<file path="src/rtl/cfa_pkg.sv">
package cfa_pkg;
  localparam int HALF_W = 16;
  localparam int WORD_W = 32;

  typedef logic [HALF_W-1:0] half_t;

  // First halfword marks a 32-bit instruction when both low bits are set
  function automatic logic is_wide(input half_t h);
    return h[1:0] == 2'b11;
  endfunction
endpackage

</file>
<file path="src/rtl/cfa_fetch_ctl.sv">
module cfa_fetch_ctl #(
  parameter int ADDR_W = 32
) (
  input  logic              clk,
  input  logic              rst_n,
  input  logic              redirect_valid,
  input  logic [ADDR_W-1:1] redirect_hw,
  input  logic              room_ok,
  input  logic              bus_stall,
  input  logic              bus_rvalid,
  output logic              bus_req,
  output logic [ADDR_W-1:0] bus_addr,
  output logic              data_valid,
  output logic              data_skip
);
  logic              active_q;
  logic              skip_q;
  logic              infl_q;
  logic              infl_skip_q;
  logic [ADDR_W-1:0] addr_q;
  logic              accept;

  assign bus_req    = active_q && room_ok && !redirect_valid;
  assign bus_addr   = addr_q;
  assign accept     = bus_req && !bus_stall;
  assign data_valid = bus_rvalid && infl_q;
  assign data_skip  = infl_skip_q;

  always_ff @(posedge clk) begin
    if (!rst_n) begin
      active_q    <= 1'b0;
      skip_q      <= 1'b0;
      infl_q      <= 1'b0;
      infl_skip_q <= 1'b0;
      addr_q      <= '0;
    end else if (redirect_valid) begin
      active_q    <= 1'b1;
      addr_q      <= {redirect_hw[ADDR_W-1:2], 2'b00};
      skip_q      <= redirect_hw[1];
      infl_q      <= 1'b0;
      infl_skip_q <= 1'b0;
    end else begin
      infl_q <= accept;
      if (accept) begin
        addr_q      <= addr_q + ADDR_W'(4);
        skip_q      <= 1'b0;
        infl_skip_q <= skip_q;
      end
    end
  end


  addr_aligned_chk: assert property (@(posedge clk) disable iff (!rst_n)
    bus_req |-> bus_addr[1:0] == 2'b00);


  rvalid_expected_chk: assert property (@(posedge clk) disable iff (!rst_n)
    bus_rvalid |-> infl_q || $past(redirect_valid));
endmodule

</file>
<file path="src/rtl/cfa_hw_window.sv">
module cfa_hw_window
  import cfa_pkg::*;
#(
  parameter int DEPTH = 3,
  parameter int CW    = $clog2(DEPTH + 3)
) (
  input  logic              clk,
  input  logic              rst_n,
  input  logic              flush,
  input  logic              in_valid,
  input  logic              in_skip,
  input  logic [WORD_W-1:0] in_word,
  input  logic [1:0]        pop_n,
  output half_t             head0,
  output half_t             head1,
  output logic [CW-1:0]     avail_n,
  output logic              room_ok
);
  localparam int PAD = DEPTH + 2;

  half_t         buf_q [DEPTH];
  half_t         buf_d [DEPTH];
  half_t         win   [PAD];
  logic [CW-1:0] cnt_q;
  logic [CW-1:0] n_in;
  logic [CW-1:0] occ_next;
  half_t         in_lo;
  half_t         in_hi;

  always_comb begin
    in_lo    = in_skip ? in_word[31:16] : in_word[15:0];
    in_hi    = in_word[31:16];
    n_in     = !in_valid ? '0 : (in_skip ? CW'(1) : CW'(2));
    avail_n  = cnt_q + n_in;
    occ_next = avail_n - CW'(pop_n);
    room_ok  = occ_next <= CW'(DEPTH - 2);

    for (int i = 0; i < PAD; i++) win[i] = '0;
    for (int i = 0; i < DEPTH; i++) begin
      if (CW'(i) < cnt_q)
        win[i] = buf_q[i];
      else if (in_valid && CW'(i) == cnt_q)
        win[i] = in_lo;
      else if (in_valid && !in_skip && CW'(i) == cnt_q + CW'(1))
        win[i] = in_hi;
    end

    for (int i = 0; i < DEPTH; i++) begin
      case (pop_n)
        2'd0:    buf_d[i] = win[i];
        2'd1:    buf_d[i] = win[i+1];
        default: buf_d[i] = win[i+2];
      endcase
    end
  end

  assign head0 = win[0];
  assign head1 = win[1];

  always_ff @(posedge clk) begin
    if (!rst_n || flush) begin
      cnt_q <= '0;
      for (int i = 0; i < DEPTH; i++) buf_q[i] <= '0;
    end else begin
      cnt_q <= occ_next;
      for (int i = 0; i < DEPTH; i++) buf_q[i] <= buf_d[i];
    end
  end


  no_overflow_chk: assert property (@(posedge clk) disable iff (!rst_n)
    avail_n <= CW'(DEPTH));


  pop_within_chk: assert property (@(posedge clk) disable iff (!rst_n)
    CW'(pop_n) <= avail_n);
endmodule

</file>
<file path="src/rtl/cfa_issue.sv">
module cfa_issue
  import cfa_pkg::*;
#(
  parameter int ADDR_W = 32,
  parameter int CW     = 3
) (
  input  logic              clk,
  input  logic              rst_n,
  input  logic              redirect_valid,
  input  logic [ADDR_W-1:0] redirect_pc,
  input  half_t             head0,
  input  half_t             head1,
  input  logic [CW-1:0]     avail_n,
  input  logic              instr_ready,
  output logic              instr_valid,
  output logic [WORD_W-1:0] instr,
  output logic              instr_is_16bit,
  output logic [ADDR_W-1:0] instr_pc,
  output logic [1:0]        pop_n
);
  logic              wide;
  logic [ADDR_W-1:0] pc_q;

  always_comb begin
    wide           = is_wide(head0);
    instr_is_16bit = !wide;
    instr_valid    = wide ? (avail_n >= CW'(2)) : (avail_n >= CW'(1));
    instr          = wide ? {head1, head0} : {{HALF_W{1'b0}}, head0};
    if (instr_valid && instr_ready) pop_n = wide ? 2'd2 : 2'd1;
    else                            pop_n = 2'd0;
  end

  assign instr_pc = pc_q;

  always_ff @(posedge clk) begin
    if (!rst_n)              pc_q <= '0;
    else if (redirect_valid) pc_q <= redirect_pc;
    else                     pc_q <= pc_q + ADDR_W'({pop_n, 1'b0});
  end


  flush_invalid_chk: assert property (@(posedge clk) disable iff (!rst_n)
    redirect_valid |=> !instr_valid);


  hold_stable_chk: assert property (@(posedge clk) disable iff (!rst_n)
    (instr_valid && !instr_ready && !redirect_valid) |=>
      (instr_valid && $stable(instr) && $stable(instr_is_16bit) && $stable(instr_pc)));


  pc_step_chk: assert property (@(posedge clk) disable iff (!rst_n)
    (instr_valid && instr_ready && !redirect_valid) |=>
      instr_pc == $past(instr_pc) + ($past(instr_is_16bit) ? ADDR_W'(2) : ADDR_W'(4)));
endmodule

</file>
<file path="src/rtl/cfetch_align.sv">
module cfetch_align
  import cfa_pkg::*;
#(
  parameter int ADDR_W = 32,
  parameter int DEPTH  = 3
) (
  input  logic              clk,
  input  logic              rst_n,
  input  logic              redirect_valid,
  input  logic [ADDR_W-1:0] redirect_pc,
  output logic              bus_req,
  output logic [ADDR_W-1:0] bus_addr,
  input  logic              bus_stall,
  input  logic              bus_rvalid,
  input  logic [WORD_W-1:0] bus_rdata,
  output logic              instr_valid,
  input  logic              instr_ready,
  output logic [WORD_W-1:0] instr,
  output logic              instr_is_16bit,
  output logic [ADDR_W-1:0] instr_pc
);
  localparam int CW = $clog2(DEPTH + 3);

  logic          room_ok;
  logic          data_valid;
  logic          data_skip;
  half_t         head0;
  half_t         head1;
  logic [CW-1:0] avail_n;
  logic [1:0]    pop_n;

  cfa_fetch_ctl #(.ADDR_W(ADDR_W)) u_fetch (
    .clk            (clk),
    .rst_n          (rst_n),
    .redirect_valid (redirect_valid),
    .redirect_hw    (redirect_pc[ADDR_W-1:1]),
    .room_ok        (room_ok),
    .bus_stall      (bus_stall),
    .bus_rvalid     (bus_rvalid),
    .bus_req        (bus_req),
    .bus_addr       (bus_addr),
    .data_valid     (data_valid),
    .data_skip      (data_skip)
  );

  cfa_hw_window #(.DEPTH(DEPTH), .CW(CW)) u_window (
    .clk      (clk),
    .rst_n    (rst_n),
    .flush    (redirect_valid),
    .in_valid (data_valid),
    .in_skip  (data_skip),
    .in_word  (bus_rdata),
    .pop_n    (pop_n),
    .head0    (head0),
    .head1    (head1),
    .avail_n  (avail_n),
    .room_ok  (room_ok)
  );

  cfa_issue #(.ADDR_W(ADDR_W), .CW(CW)) u_issue (
    .clk            (clk),
    .rst_n          (rst_n),
    .redirect_valid (redirect_valid),
    .redirect_pc    (redirect_pc),
    .head0          (head0),
    .head1          (head1),
    .avail_n        (avail_n),
    .instr_ready    (instr_ready),
    .instr_valid    (instr_valid),
    .instr          (instr),
    .instr_is_16bit (instr_is_16bit),
    .instr_pc       (instr_pc),
    .pop_n          (pop_n)
  );
endmodule

</file>
<file path="config.mk">
export PLATFORM = sky130hd
export DESIGN_NAME = cfetch_align
export DESIGN_NICKNAME = d
export VERILOG_FILES = /design/src/rtl/cfa_pkg.sv /design/src/rtl/cfa_fetch_ctl.sv /design/src/rtl/cfa_hw_window.sv /design/src/rtl/cfa_issue.sv /design/src/rtl/cfetch_align.sv
export SDC_FILE = /design/constraint.sdc
export NUM_CORES = 1
export LEC_CHECK = 0
export BUFFER_PORTS_ARGS = -buffer_cell sky130_fd_sc_hd__buf_2
export CAP_MARGIN = 40
export CELL_PAD_IN_SITES_DETAIL_PLACEMENT = 1
export CELL_PAD_IN_SITES_GLOBAL_PLACEMENT = 2
export CORE_UTILIZATION = 33
export DETAILED_ROUTE_END_ITERATION = 6
export GPL_ROUTABILITY_DRIVEN = 0
export PLACE_DENSITY = 0.86
export SYNTH_ARGS = -nofsm -noshare
export SYNTH_HDL_FRONTEND = slang
export SYNTH_SLANG_ARGS = --single-unit
</file>
<file path="constraint.sdc">
create_clock -name clk -period 8.8 [get_ports clk]
set_input_delay 1.76 -clock clk [delete_from_list [all_inputs] [get_ports clk]]
set_output_delay 1.76 -clock clk [all_outputs]
set_load 0.05 [all_outputs]
</file>
==> metrics.md <==
| Metric | Value |
|---|---|
| Max-Cap Viols | `0` |
| Placed Area | `7518 µm²` |
| Initial core utilization | `0.3359` |
| Total Routed Length | `~23 mm` |
| Ys flop type | `dfxtp_1` |
| Clock transition at path regs | `~0.050 ns` |
| WS Path Type | `in -> out` |
| Number of synthesized register bits | `~120` |
| CP endpoint kind | `primary output` |
| Vias | `a little under 7000` |
| Post-synth EDFFs | `0` |
| Synth warnings | `0` |
| Std-Cell Rows | `a little over 50` |
| DRT iter0 DRCs | `309` |
| Gr ovfl total | `0` |
| Hold Crit Class | `reg -> reg` |
| F_max | `~140 MHz` |
| Maximum VDD drop | `roughly 130 µV` |
| Final routed DRC violation total | `0` |
| Startpoint Class | `input pin` |
| Total CTS buffers | `17` |
| Vias in the first global route | `around 6600` |
| 1st-pass router iterations | `4` |
| Status | `finished, final reports clean` |
| Clock Latency Late Sink | `approximately 0.42 ns` |
| Leakage | `around 3.2 nW` |
| Finished Layout Cells | `1217` |
| Async set or reset register ratio after synthesis | `0` |
| Final setup viols | `0` |
| Ratio of cells with drive above 1 in the final layout | `0.2534` |
| DR vias/cell | `5.549` |
| Syn avg cell area | `between 8 and 9 µm²` |
| Post-cts repair resize count | `0` |
| Setup TNS | `0 ns` |
| Req. time, crit path | `7.04 ns` |
| Nets | `1017` |
| Initial antenna violation count | `1` |
| Setup repair bufs after CTS | `0` |
| Synthesized instance count | `between 800 and 900` |
| Tot Pwr | `approximately 1.5 mW` |
| Setup slack after layout | `about 1.6 ns` |
| Post-CTS Hold Buffers | `0` |
| CTS tree | `done` |
| CP Max Fanout | `20` |
| Post-DP HPWL | `16.43 mm` |
| Slew @ Worst Pin | `just under 0.8 ns` |
| RSZ-0062 raised after global routing | `no` |
| CP arrival | `about 5.4 ns` |
| Fin area | `8112 µm²` |
| Num ports | `roughly 170` |
| Clk sinks | `117` |
| CTS max path bufs | `2` |
| Die Y-Extent | `~140 µm` |
| Number of hold violations in the final report | `0` |
| Core region area | `between 15000 and 20000 µm²` |
| WL/cell | `18.94 µm` |
| Final period util | `0.8172` |
| Tot GR Track Use | `0.2314` |
| Post-route ant nets | `0` |
| Syn-to-layout area delta | `24.08%` |
| Pre-CTS WS | `1.674 ns` |
| Post-synthesis cell type count | `between 60 and 70` |
| PwrDens | `approximately 180 nW/µm²` |
| Period minus WS final | `approximately 7.2 ns` |
| First-pass GRT wire length | `between 30 and 40 mm` |
| H-tree levels | `4` |
| Register area share after synthesis | `0.3583` |
| Slew HR | `0.4808` |
| Inst Count DP | `around 1200` |
| Die area | `~20000 µm²` |
| Pin count of the biggest net entering global routing | `43` |
| Die X | `approximately 140 µm` |
| Mapped Area | `around 6500 µm²` |
| I/O Buffers | `roughly 170` |
| Pins over their slew limit | `0` |
| Clock root buffer | `clkbuf_16` |
| Skew final | `0.01167 ns` |
[final cells by class]
class	count	area, µm²
Fill cell	2391	11350
Antenna cell	1	2.502
Clock inverter	10	130.1
Sequential cell	117	2342
Inverter	17	63.81
Tap cell	265	331.6
Multi-Input combinational cell	604	3825
Timing Repair Buffer	182	955.9
Clock buffer	21	460.4
[layout by cell type (no fill, tap or decap), types with 16 or more instances in the layout]
master,instances
a21oi_1,41
and2_1,18
buf_2,167
clkbuf_16,17
dfxtp_1,117
mux2_2,19
mux2i_1,20
nand2_1,77
nand3_1,23
nand4_1,35
nor2_1,63
nor3_1,22
o21ai_0,73
o22ai_1,27
xor2_1,16
[cells in the mapped netlist, types with 15 or more instances]
| cell type | n | area share |
|---|---|---|
| xor2_1 | 16 | 0.021 |
| mux2_2 | 19 | 0.033 |
| o22ai_1 | 28 | 0.027 |
| mux2i_1 | 20 | 0.031 |
| clkbuf_1 | 44 | 0.025 |
| and3_1 | 15 | 0.014 |
| inv_1 | 16 | 0.0092 |
| o21ai_0 | 73 | 0.056 |
| nand3_1 | 23 | 0.018 |
| nor3_1 | 22 | 0.017 |
| nor2_1 | 63 | 0.036 |
| and2_1 | 18 | 0.017 |
| buf_4 | 19 | 0.022 |
| a21oi_1 | 41 | 0.031 |
| nand4_1 | 35 | 0.033 |
| dfxtp_1 | 117 | 0.36 |
| nand2_1 | 77 | 0.044 |
[kinds of logic (layout without fill, tap and decap cells)]
group / Yosys count / count (layout) / synth area share
buffers and inverters: 89 / 230 / 0.06258
DFF: 117 / 117 / 0.3583
and+or+nand+nor: 296 / 296 / 0.2333
muxes: 39 / 39 / 0.06335
xor gates and xnor gates: 29 / 29 / 0.04096
AOI/OAI and AO/OA: 230 / 230 / 0.2222
adders and majority gates: 8 / 8 / 0.01876
other: 1 / 3 / 0.0005736
[stage by stage]
| stage | util | hold slack, ns |
|---|---|---|
| floorplan | - | 0.4321 |
| global placement | 0.3845 | 0.4485 |
| detailed placement | 0.3863 | 0.4574 |
| CTS | 0.4167 | 0.4654 |
| global route | 0.4167 | 0.4920 |
| finish | 0.4168 | 0.4613 |
[state kept, by name, summed over array words and instances, names as in the netlist]
name / cells
u_fetch.active_q: 1
u_window.cnt_q: 3
u_fetch.data_skip: 1
u_fetch.skip_q: 1
u_window.buf_q: 48
u_issue.instr_pc: 32
u_fetch.bus_addr: 30
u_fetch.infl_q: 1
[critical path, stage by stage]
cell and delay [ns]:
buf_2 0.15, nand4bb_1 0.63, nor4_1 0.78, a311o_1 0.20
buf_4 0.24, a21oi_1 0.20, fa_1 0.47, xnor3_1 0.28
nor3_1 0.37, buf_2 0.34
[path summary, 6_finish.rpt]
path                                                startpoint                                 to  slack [ns]  cells after the start
worst max-delay path                                bus_rvalid                            bus_req        1.61                     10
worst min-delay path               u_fetch.skip_q$_SDFFE_PN0P_        u_fetch.skip_q$_SDFFE_PN0P_        0.46                      2
worst max register to register  u_fetch.data_skip$_SDFFE_PP0P_  u_fetch.bus_addr[31]$_SDFFE_PN0P_        3.47                     15
worst min register to register     u_fetch.skip_q$_SDFFE_PN0P_        u_fetch.skip_q$_SDFFE_PN0P_        0.46                      2
[layer usage]
metal / track usage / up-vias / share of wire
met5: 0 / - / 0
met4: 0.07131 / 0 / 0.016
met3: 0.04561 / 27 / 0.054
met2: 0.3596 / 186 / 0.45
met1: 0.3208 / 3292 / 0.48
li1: - / 3248 / -
[power breakdown]
| part | internal [mW] | total (mW) | switching, mW | leakage, nW |
|---|---|---|---|---|
| registers | 0.550 | 0.576 | 0.0259 | 0.957 |
| logic | 0.0552 | 0.201 | 0.146 | 1.96 |
| clock network | 0.456 | 0.714 | 0.258 | 0.288 |
(Power assumes the default switching activity.)
